File: config.mk
export PLATFORM = sky130hd
export DESIGN_NAME = mpx_sparse_rd
export DESIGN_NICKNAME = d
export VERILOG_FILES = /design/src/rtl/mpx_pkg.sv /design/src/rtl/mpx_hit_matrix.sv /design/src/rtl/mpx_bx_ctrl.sv /design/src/rtl/mpx_ts_fifo.sv /design/src/rtl/mpx_sweep.sv /design/src/rtl/mpx_sparse_rd.sv
export SDC_FILE = /design/constraint.sdc
export NUM_CORES = 2
export LEC_CHECK = 0
export BUFFER_PORTS_ARGS = -buffer_cell sky130_fd_sc_hd__buf_2
export CORE_ASPECT_RATIO = 1.25
export CORE_MARGIN = 3
export CORE_UTILIZATION = 30
export DETAILED_ROUTE_END_ITERATION = 8
export HOLD_SLACK_MARGIN = 0.12
export PLACE_DENSITY = 0.58
export SYNTH_ARGS = -nofsm -noshare
export SYNTH_HDL_FRONTEND = slang
export SYNTH_SLANG_ARGS = --single-unit
File: constraint.sdc
create_clock -name clk -period 4.8 [get_ports clk]
set_clock_uncertainty 0.05 [all_clocks]
set_input_delay 0.72 -clock clk [delete_from_list [all_inputs] [get_ports clk]]
set_output_delay 0.72 -clock clk [all_outputs]
set_load 0.05 [all_outputs]
File: src/rtl/mpx_pkg.sv
package mpx_pkg;

    localparam int PIX_W = 16;

    typedef enum logic [0:0] {
        SW_IDLE = 1'b0,
        SW_SCAN = 1'b1
    } sweep_st_e;

endpackage

File: src/rtl/mpx_hit_matrix.sv
module mpx_hit_matrix
    import mpx_pkg::*;
#(
    parameter int NCOLS = 8,
    parameter int NREG  = 4
) (
    input  logic                          clk,
    input  logic                          rst_n,
    input  logic [NCOLS*NREG*PIX_W-1:0]   hit_in,
    input  logic [NCOLS*NREG-1:0]         reg_mask,
    input  logic [NCOLS-1:0]              freeze_set,
    input  logic [NCOLS-1:0]              col_clr,
    output logic [NCOLS-1:0]              fast_or,
    output logic [NCOLS-1:0]              frozen,
    output logic [NCOLS*NREG*PIX_W-1:0]   pix_out
);

    localparam int NCELL = NCOLS * NREG;

    typedef struct packed {
        logic [NCOLS-1:0]            frozen;
        logic [NCELL-1:0][PIX_W-1:0] pix;
    } mat_t;

    mat_t mat_d, mat_q;

    always_comb begin
        mat_d = mat_q;
        for (int c = 0; c < NCOLS; c++) begin
            for (int r = 0; r < NREG; r++) begin
                if (col_clr[c]) begin
                    mat_d.pix[c*NREG+r] = '0;
                end else if (!mat_q.frozen[c] && !freeze_set[c]) begin
                    mat_d.pix[c*NREG+r] = mat_q.pix[c*NREG+r]
                        | (hit_in[(c*NREG+r)*PIX_W +: PIX_W]
                           & {PIX_W{~reg_mask[c*NREG+r]}});
                end
            end
            if (col_clr[c]) begin
                mat_d.frozen[c] = 1'b0;
            end else if (freeze_set[c]) begin
                mat_d.frozen[c] = 1'b1;
            end
        end
    end

    always_ff @(posedge clk) begin
        if (!rst_n) begin
            mat_q <= '0;
        end else begin
            mat_q <= mat_d;
        end
    end

    for (genvar gc = 0; gc < NCOLS; gc++) begin : g_col
        logic [NREG-1:0] any_hit;
        for (genvar gr = 0; gr < NREG; gr++) begin : g_reg
            localparam int IDX = gc*NREG + gr;
            assign pix_out[IDX*PIX_W +: PIX_W] =
                mat_q.pix[IDX] & {PIX_W{~reg_mask[IDX]}};
            assign any_hit[gr] = |pix_out[IDX*PIX_W +: PIX_W];
        end
        assign fast_or[gc] = |any_hit;
    end

    assign frozen = mat_q.frozen;

endmodule

File: src/rtl/mpx_bx_ctrl.sv
module mpx_bx_ctrl #(
    parameter int NCOLS = 8,
    parameter int TS_W  = 4
) (
    input  logic             clk,
    input  logic             rst_n,
    input  logic             bx_strobe,
    input  logic [NCOLS-1:0] fast_or,
    input  logic [NCOLS-1:0] frozen,
    input  logic             buf_full,
    output logic [NCOLS-1:0] freeze_set,
    output logic             push,
    output logic [TS_W-1:0]  ts_now,
    output logic             ts_ovf
);

    typedef struct packed {
        logic [TS_W-1:0] ts;
        logic            ovf;
    } bx_t;

    bx_t bx_d, bx_q;
    logic [NCOLS-1:0] cand;
    logic             any_cand;

    always_comb begin
        bx_d       = bx_q;
        cand       = fast_or & ~frozen;
        any_cand   = |cand;
        push       = bx_strobe && any_cand && !buf_full;
        freeze_set = push ? cand : '0;
        if (bx_strobe) begin
            bx_d.ts = bx_q.ts + 1'b1;
        end
        if (bx_strobe && any_cand && buf_full) begin
            bx_d.ovf = 1'b1;
        end
    end

    always_ff @(posedge clk) begin
        if (!rst_n) begin
            bx_q <= '0;
        end else begin
            bx_q <= bx_d;
        end
    end

    assign ts_now = bx_q.ts;
    assign ts_ovf = bx_q.ovf;

endmodule

File: src/rtl/mpx_ts_fifo.sv
module mpx_ts_fifo #(
    parameter int DW    = 12,
    parameter int DEPTH = 2
) (
    input  logic          clk,
    input  logic          rst_n,
    input  logic          push,
    input  logic [DW-1:0] din,
    input  logic          pop,
    output logic [DW-1:0] dout,
    output logic          vld,
    output logic          full
);

    localparam int AW = (DEPTH > 1) ? $clog2(DEPTH) : 1;
    localparam int NW = $clog2(DEPTH + 1);

    typedef struct packed {
        logic [DEPTH-1:0][DW-1:0] mem;
        logic [AW-1:0]            wp;
        logic [AW-1:0]            rp;
        logic [NW-1:0]            cnt;
    } fifo_t;

    fifo_t f_d, f_q;
    logic  do_push, do_pop;

    always_comb begin
        f_d     = f_q;
        do_push = push && (f_q.cnt != NW'(DEPTH));
        do_pop  = pop && (f_q.cnt != '0);
        if (do_push) begin
            f_d.mem[f_q.wp] = din;
            f_d.wp = (f_q.wp == AW'(DEPTH-1)) ? '0 : f_q.wp + 1'b1;
        end
        if (do_pop) begin
            f_d.rp = (f_q.rp == AW'(DEPTH-1)) ? '0 : f_q.rp + 1'b1;
        end
        case ({do_push, do_pop})
            2'b10:   f_d.cnt = f_q.cnt + 1'b1;
            2'b01:   f_d.cnt = f_q.cnt - 1'b1;
            default: f_d.cnt = f_q.cnt;
        endcase
    end

    always_ff @(posedge clk) begin
        if (!rst_n) begin
            f_q <= '0;
        end else begin
            f_q <= f_d;
        end
    end

    assign dout = f_q.mem[f_q.rp];
    assign vld  = (f_q.cnt != '0);
    assign full = (f_q.cnt == NW'(DEPTH));

endmodule

File: src/rtl/mpx_sweep.sv
module mpx_sweep
    import mpx_pkg::*;
#(
    parameter int NCOLS = 8,
    parameter int NREG  = 4,
    parameter int TS_W  = 4
) (
    input  logic                        clk,
    input  logic                        rst_n,
    input  logic                        ent_vld,
    input  logic [TS_W-1:0]             ent_ts,
    input  logic [NCOLS-1:0]            ent_map,
    output logic                        pop,
    input  logic [NCOLS*NREG*PIX_W-1:0] pix_in,
    input  logic                        rd_ready,
    output logic                        rd_valid,
    output logic [TS_W+$clog2(NCOLS)+$clog2(NREG)+PIX_W-1:0] rd_data,
    output logic [NCOLS-1:0]            col_clr
);

    localparam int CW = $clog2(NCOLS);
    localparam int RW = $clog2(NREG);

    typedef struct packed {
        sweep_st_e        st;
        logic [NCOLS-1:0] map;
        logic [TS_W-1:0]  ts;
        logic [CW-1:0]    col;
        logic [RW-1:0]    rg;
    } sw_t;

    sw_t sw_d, sw_q;
    logic [PIX_W-1:0] cur;
    logic [NCOLS-1:0] rest;

    function automatic logic [CW-1:0] lowest(input logic [NCOLS-1:0] m);
        logic [CW-1:0] idx;
        idx = '0;
        for (int i = NCOLS-1; i >= 0; i--) begin
            if (m[i]) idx = CW'(i);
        end
        return idx;
    endfunction

    always_comb begin
        sw_d     = sw_q;
        pop      = 1'b0;
        col_clr  = '0;
        rest     = sw_q.map & ~(NCOLS'(1) << sw_q.col);
        cur      = pix_in[(int'(sw_q.col)*NREG + int'(sw_q.rg))*PIX_W +: PIX_W];
        rd_valid = (sw_q.st == SW_SCAN) && (cur != '0);
        rd_data  = {sw_q.ts, sw_q.col, sw_q.rg, cur};
        case (sw_q.st)
            SW_IDLE: begin
                if (ent_vld) begin
                    pop       = 1'b1;
                    sw_d.map  = ent_map;
                    sw_d.ts   = ent_ts;
                    sw_d.col  = lowest(ent_map);
                    sw_d.rg   = '0;
                    sw_d.st   = SW_SCAN;
                end
            end
            SW_SCAN: begin
                if ((cur == '0) || rd_ready) begin
                    if (sw_q.rg == RW'(NREG-1)) begin
                        col_clr[sw_q.col] = 1'b1;
                        sw_d.map = rest;
                        sw_d.col = lowest(rest);
                        sw_d.rg  = '0;
                        if (rest == '0) begin
                            sw_d.st = SW_IDLE;
                        end
                    end else begin
                        sw_d.rg = sw_q.rg + 1'b1;
                    end
                end
            end
            default: sw_d.st = SW_IDLE;
        endcase
    end

    always_ff @(posedge clk) begin
        if (!rst_n) begin
            sw_q <= '0;
        end else begin
            sw_q <= sw_d;
        end
    end

endmodule

File: src/rtl/mpx_sparse_rd.sv
module mpx_sparse_rd
    import mpx_pkg::*;
#(
    parameter int NCOLS      = 8,
    parameter int NREG       = 4,
    parameter int TS_W       = 4,
    parameter int FIFO_DEPTH = 2
) (
    input  logic                                              clk,
    input  logic                                              rst_n,
    input  logic [NCOLS*NREG*16-1:0]                          hit_in,
    input  logic [NCOLS*NREG-1:0]                             reg_mask,
    input  logic                                              bx_strobe,
    input  logic                                              rd_ready,
    output logic                                              rd_valid,
    output logic [TS_W+$clog2(NCOLS)+$clog2(NREG)+16-1:0]     rd_data,
    output logic                                              ts_ovf
);

    localparam int ENT_W = TS_W + NCOLS;

    logic [NCOLS-1:0]            fast_or;
    logic [NCOLS-1:0]            frozen;
    logic [NCOLS-1:0]            freeze_set;
    logic [NCOLS-1:0]            col_clr;
    logic [NCOLS*NREG*PIX_W-1:0] pix_bus;
    logic                        push;
    logic                        pop;
    logic                        buf_full;
    logic                        ent_vld;
    logic [ENT_W-1:0]            ent;
    logic [TS_W-1:0]             ts_now;

    mpx_hit_matrix #(.NCOLS(NCOLS), .NREG(NREG)) u_matrix (
        .clk        (clk),
        .rst_n      (rst_n),
        .hit_in     (hit_in),
        .reg_mask   (reg_mask),
        .freeze_set (freeze_set),
        .col_clr    (col_clr),
        .fast_or    (fast_or),
        .frozen     (frozen),
        .pix_out    (pix_bus)
    );

    mpx_bx_ctrl #(.NCOLS(NCOLS), .TS_W(TS_W)) u_bx (
        .clk        (clk),
        .rst_n      (rst_n),
        .bx_strobe  (bx_strobe),
        .fast_or    (fast_or),
        .frozen     (frozen),
        .buf_full   (buf_full),
        .freeze_set (freeze_set),
        .push       (push),
        .ts_now     (ts_now),
        .ts_ovf     (ts_ovf)
    );

    mpx_ts_fifo #(.DW(ENT_W), .DEPTH(FIFO_DEPTH)) u_fifo (
        .clk   (clk),
        .rst_n (rst_n),
        .push  (push),
        .din   ({ts_now, freeze_set}),
        .pop   (pop),
        .dout  (ent),
        .vld   (ent_vld),
        .full  (buf_full)
    );

    mpx_sweep #(.NCOLS(NCOLS), .NREG(NREG), .TS_W(TS_W)) u_sweep (
        .clk      (clk),
        .rst_n    (rst_n),
        .ent_vld  (ent_vld),
        .ent_ts   (ent[ENT_W-1 -: TS_W]),
        .ent_map  (ent[NCOLS-1:0]),
        .pop      (pop),
        .pix_in   (pix_bus),
        .rd_ready (rd_ready),
        .rd_valid (rd_valid),
        .rd_data  (rd_data),
        .col_clr  (col_clr)
    );

endmodule

# Word-level counts from Yosys, hierarchy flattened
# Index checks and enable logic that the tools add are counted.
dict set report word_totals {
  ff_bits 571
  inputBits 548
  out_inout_bits 27
  elab_cells 308
}
dict set report op_classes {
  addsub 7
  magnitude_cmp 5
  n_eq_ne 8
  n_shift 2
  muxes 41
  bitwise 134
  n_reduce_logical 59
}
# cell count
set ops {}
lappend ops {{bitwise AND 16 bit} 64}
lappend ops {{OR 16 bit} 32}
lappend ops {{OR reduction 64 bit} 8}
lappend ops {{indexed part select 512 x 32 -> 16 bit} 1}
lappend ops {{2-to-1 mux 3 bit} 17}
lappend ops {{2-to-1 mux 12 bit} 3}
lappend ops {{NOT 1 bit} 34}
lappend ops {{2-to-1 mux 8 bit} 4}
lappend ops {{bitwise mux 24 bit} 1}
lappend ops {{2-to-1 mux 18 bit} 1}
lappend ops {{2-to-1 mux 9 bit} 2}
lappend ops {{one-hot mux 9 bit (2 select lines)} 1}
lappend ops {{logical NOT 1 bit} 17}
lappend ops {{bitwise AND 8 bit} 2}
lappend ops {{logical AND 1 bit} 16}
lappend ops {{logical NOT 16 bit} 1}
lappend ops {{NOT 8 bit} 2}
lappend ops {{nonzero test 16 bit} 1}
lappend ops {{OR reduction 2 bit} 8}
lappend ops {{demux 12 bit (select 1 bit)} 1}
lappend ops {{one-hot mux 5 bit (2 select lines)} 1}
lappend ops {{logical NOT 8 bit} 1}
lappend ops {{!= test 2 bit, second input constant} 4}
lappend ops {{OR reduction 8 bit} 1}
lappend ops {{21 further kinds} 33}

# Logic depth before layout (Yosys ltp)
dict set report depth {
  word_depth 14
  depth_mapped 17
  ltp_nobuf 11
}

# By module
# From an unflattened synthesis, not the netlist that was laid out.
dict set report hier_totals {
  cells_unflattened 3202
  hier_area_um2 27371.3
}
# mod instances cells_each area_each_um2 seq_area_each_um2
set by_module_without_submodules {}
lappend by_module_without_submodules {mpx_hit_matrix 1 2431 20098.0 10410.0}
lappend by_module_without_submodules {mpx_sweep 1 603 5657.9 360.3}
lappend by_module_without_submodules {mpx_ts_fifo 1 128 1256.2 560.5}
lappend by_module_without_submodules {mpx_bx_ctrl 1 40 359.1 100.1}

# Worst setup path after synthesis
# Ideal clock, no wire load.
dict set report synth_path {
  path_type {input -> output}
  start {input port reg_mask[8]}
  end {output port rd_valid}
  t_arrival_ps 4150
  required_time_ps 4030
  setup_slack_ps -120
  stages 7
  path_buffers 1
  cell_sequence {clkbuf_1 -> nor2_1 -> a221oi_1 -> o311a_1 -> a311oi_1 -> nor4_2 -> a31oi_1}
}
dict set report synth_between {
  elab_chain_cells 5
}
# item line_no
set synth_lines {}
lappend synth_lines {{start: declaration} mpx_sparse_rd.sv:12} ;# input logic [NCOLS*NREG-1:0] reg_mask,
lappend synth_lines {{NOT 1 bit} mpx_hit_matrix.sv:60} ;# mat_q.pix[IDX] & {PIX_W{~reg_mask[IDX]}};
lappend synth_lines {{bitwise AND 16 bit} mpx_hit_matrix.sv:60}
lappend synth_lines {{indexed part select 512 x 32 -> 16 bit} mpx_sweep.sv:50} ;# cur = pix_in[(int'(sw_q.col)*NREG + int'(sw_q.rg))*PIX_W +: PIX_W];
lappend synth_lines {{via rd_data[10]} mpx_sparse_rd.sv:16} ;# output logic [TS_W+$clog2(NCOLS)+$clog2(NREG)+16-1:0] rd_data,
lappend synth_lines {{nonzero test 16 bit} mpx_sweep.sv:51} ;# rd_valid = (sw_q.st == SW_SCAN) && (cur != '0);
lappend synth_lines {{logical AND 1 bit} mpx_sweep.sv:51}
lappend synth_lines {{end: declaration} mpx_sparse_rd.sv:15} ;# output logic rd_valid,
# The timed path passes the listed nets, and every way through them passes these cells.

# Final worst setup path
dict set report layout_path {
  start {register u_sweep.sw_q (netlist bit u_sweep.rd_data[20])}
  end {output port rd_valid}
}
dict set report layout_between {
  elab_chain_cells 4
}
# item line_no
set layout_lines {}
lappend layout_lines {{start: declaration} mpx_sweep.sv:32} ;# sw_t sw_d, sw_q;
lappend layout_lines {{start signal: assignment} mpx_sweep.sv:87} ;# sw_q <= sw_d;
lappend layout_lines {{adder 5 x 2 -> 6 bit} mpx_sweep.sv:50}
lappend layout_lines {{indexed part select 512 x 32 -> 16 bit} mpx_sweep.sv:50}
lappend layout_lines {{nonzero test 16 bit} mpx_sweep.sv:51}
lappend layout_lines {{logical AND 1 bit} mpx_sweep.sv:51}
# No other way between the ends.

==> results.cfg <==
[synthesis]
synth-edff-count = 0
synth_flop_cell = dfxtp_1
synth.distinct_cells = 74
synth_top_family_by_area = simple AND/OR/NAND/NOR gates
ys_warn_count = 0
synth_nets = 3639
synthCells = 3088
yosys.area_share.simple_pct = 27.9
synth_compound_gate_area_share_pct = 22.3
synth_mux_area_share_pct = 2.53
post_synth.cell_area_avg_um2 = 8.94
yosysSeqAreaShare_pct = 41.4
synth_fa_ha_area_share_pct = 0.136
synth-xor-area-share_pct = 0.190
async_flop_share_pct = 0
syn_area_um2 = 27600
ys_ff_latch = 571

[pwr]
power.total_mw = 17.0
peakVddDrop_uv = 326
power_density_nw_per_um2 = 487
p_leak_nw = 15.6

[routing]
totalWireLength_um = 133000
vias_per_cell = 5.70
drt_pass1_iterations = 5
final_antenna_net_count = 0
dr_total_vias = 27611
drc = 0
wl_per_cell_um = 27.5
drt_iter0_markers = 2845

[timing]
hold_viol = 0
rsz0062_at_grt = false
tightest_slew_ns = 1.18
slew-limit-headroom_pct = 21.2
fin_crit_sh_pct = 99.7
finalMaxSlewViolations = 0
setup_violations = 0
max_freq_mhz = 209
totalNegativeSetupSlack_ns = 0
period_minus_slack_ns = 4.78
setup_slack_ns = 0.0164
hold_ws_ns = 0.288

[clocking]
cts_buffers = 66
cts.sinks = 571
clk_pin_slew_ns = 0.07
cts.htree.levels = 3
clkLatencyLatePin_ns = 0.63
tritoncts = yes
cts-root-buf = clkbuf_16
clockBufferDepth = 3

[job]
cap_violations = 0

[worst_setup_path]
worstSetupPathType = flop to output pin
r2r_end = u_matrix.mat_q[179]
cpMostUsedCell = buf_4
worst_ep_required_time_ns = 4.03
crit_end = rd_valid
reg2reg_depth = 16
critical_path_arrival_ns = 4.01
cp-startpoint = u_sweep.rd_data[20]
path_cells = inv_2 > a41oi_1 > o211a_1 > o221ai_1 > buf_4 > nor4b_4 > buf_4 > a31oi_4 > buf_12
slowest_delay_ns = 0.89
reg2reg_slack_ns = 0.30
rr_startpoint = u_sweep.rd_data[16]
crit_fanout = 17
startpoint_type = flop
cpMaxStageDelayCell = dfxtp_1
end_kind = output pin

[cells_and_area]
fin_nets = 4155
drive_gt1_share_pct = 24.9
area_growth_pct = 26.1
nFillCells = 9254
final_cells = 4841

[place]
placedCellCount = 4715
hpwlAfterDp_um = 103000
preCtsSetupSlack_ns = 0.0566
port_buffers = 574
place_congestion = 0.935

[floorplanning]
ios = 575
die_h_um = 345
dieArea_um2 = 95800
num_rows = 123
core_um2 = 90600
fp.dieW_um = 277
initial_core_util_pct = 30.5

[global_routing]
grt_max_degree = 182
grt_pass1_wl_um = 188000
gr-usage-all-layers_pct = 26.2
grt_pass1_vias = 27016
antenna_found_initial = 6
grt_overflow_total = 0

[run_status]
status = completed

[worst_hold_path]
hp-class = input port to flop
==> cell type report <==
cell class	count	area (um2)	share of cell area (%)
tap	1187	1490	4.26
antenna	3	7.51	0.0216
inverter	63	236	0.679
timing repair buffer	749	4580	13.2
clock buffer	86	1910	5.49
multi-input combinational	2153	14800	42.4
sequential	571	11400	32.8
clock inverter	29	389	1.12
==> flip-flops by register name, summed over array words and instances, names as in the netlist <==
register,cells
u_bx.ts_now,4
u_matrix.mat_q,512
u_sweep.rd_data,9
u_bx.ts_ovf,1
u_fifo.f_q,28
u_matrix.frozen,8
u_sweep.sw_q,9
==> stage by stage <==
stage,instance area [um2],util [%]
5_1_grt,34800,38.4
3_3_place_gp,32300,35.7
2_1_floorplan,27600,-
6_report,34800,38.4
3_5_place_dp,32300,35.7
4_1_cts,34800,38.3
==> Yosys cell counts (all sizes together), types with 20 or more instances <==
| library cell | n | area share (%) |
|---|---|---|
| clkbuf | 220 | 3.0 |
| o21ai | 23 | 0.42 |
| a21oi | 553 | 10 |
| nor3 | 34 | 0.62 |
| o32ai | 39 | 1.2 |
| nor2b | 103 | 2.3 |
| dfxtp | 571 | 41 |
| a221oi | 104 | 3.3 |
| and3b | 472 | 15 |
| nand2 | 93 | 1.3 |
| buf | 81 | 1.7 |
| nand2b | 38 | 0.86 |
| a311oi | 20 | 0.63 |
| nor2 | 157 | 2.1 |
| nor4 | 110 | 2.5 |
| inv | 62 | 0.84 |
| mux2i | 36 | 1.3 |
| a31oi | 27 | 0.61 |
| nor3b | 51 | 1.4 |
| a221o | 25 | 0.91 |
==> how the worst min path moves through the flow <==
stage,cells after the start,from,slack (ns),endpoint
after global placement,1,u_bx.ts_ovf,0.39,u_bx.ts_ovf
after global routing,3,hit_in[431],0.30,u_matrix.mat_q[431]
after floorplan,2,u_matrix.mat_q[387],0.40,u_matrix.mat_q[387]
after detailed placement,1,u_bx.ts_ovf,0.40,u_bx.ts_ovf
final,3,hit_in[416],0.29,u_matrix.mat_q[416]
after CTS,3,hit_in[416],0.26,u_matrix.mat_q[416]
==> power by group <==
| group | switching, mW | leakage (nW) | internal [mW] |
|---|---|---|---|
| combinational | 3.31 | 9.80 | 2.32 |
| sequential | 0.639 | 4.67 | 5.28 |
| clock | 2.17 | 1.13 | 3.25 |
==> cells by family after synthesis <==
logic type / after synthesis
adder cells (fa/ha/maj): 3
AND/OR/NAND/NOR: 1134
multiplexers: 54
flip-flops: 571
AO/OA/AOI/OAI: 956
XOR/XNOR: 6
buffers and inverters: 364
==> metal layers <==
metal  global-route usage [%]  share of wire, %
met1                     32.5                40
met2                     44.6                48
met4                     11.6               4.5
met5                        0             0.020
met3                     4.18               7.0
==> cell usage in the layout (no fill, tap or decap), types with 27 or more instances in the layout <==
master     netlist  routed
nor2_1         156     152
nor3b_1         51      51
nand2b_1        38      38
nor4_1         109     109
o32ai_1         39      39
dfxtp_1        571     568
a21oi_1        553     553
buf_4           18     154
clkbuf_16        0      70
buf_2           44     562
and3b_1        472     472
a221oi_1       104     101
nor2b_1        103     103
buf_12           0      27
nand2_1         93      91
mux2i_1         36      36
inv_1           60      60
nor3_1          34      34
==> critical path: cells and delay by family (launching register included) <==
kind | cells | cell delay [ns]
buf+inv | 4 | 1.06
compound gates | 4 | 1.14
flops | 1 | 0.89
simple gates | 1 | 0.28
==> what timing repair did <==
item                                    4_1_cts  5_1_grt
resized for setup                            14        9
endpoints found under the setup margin        1        1
setup buffers                                 6        2
hold buffers                                  0        0
endpoints found under the hold margin         0        0
gates cloned                                  0        0
(Power assumes the default switching activity.)
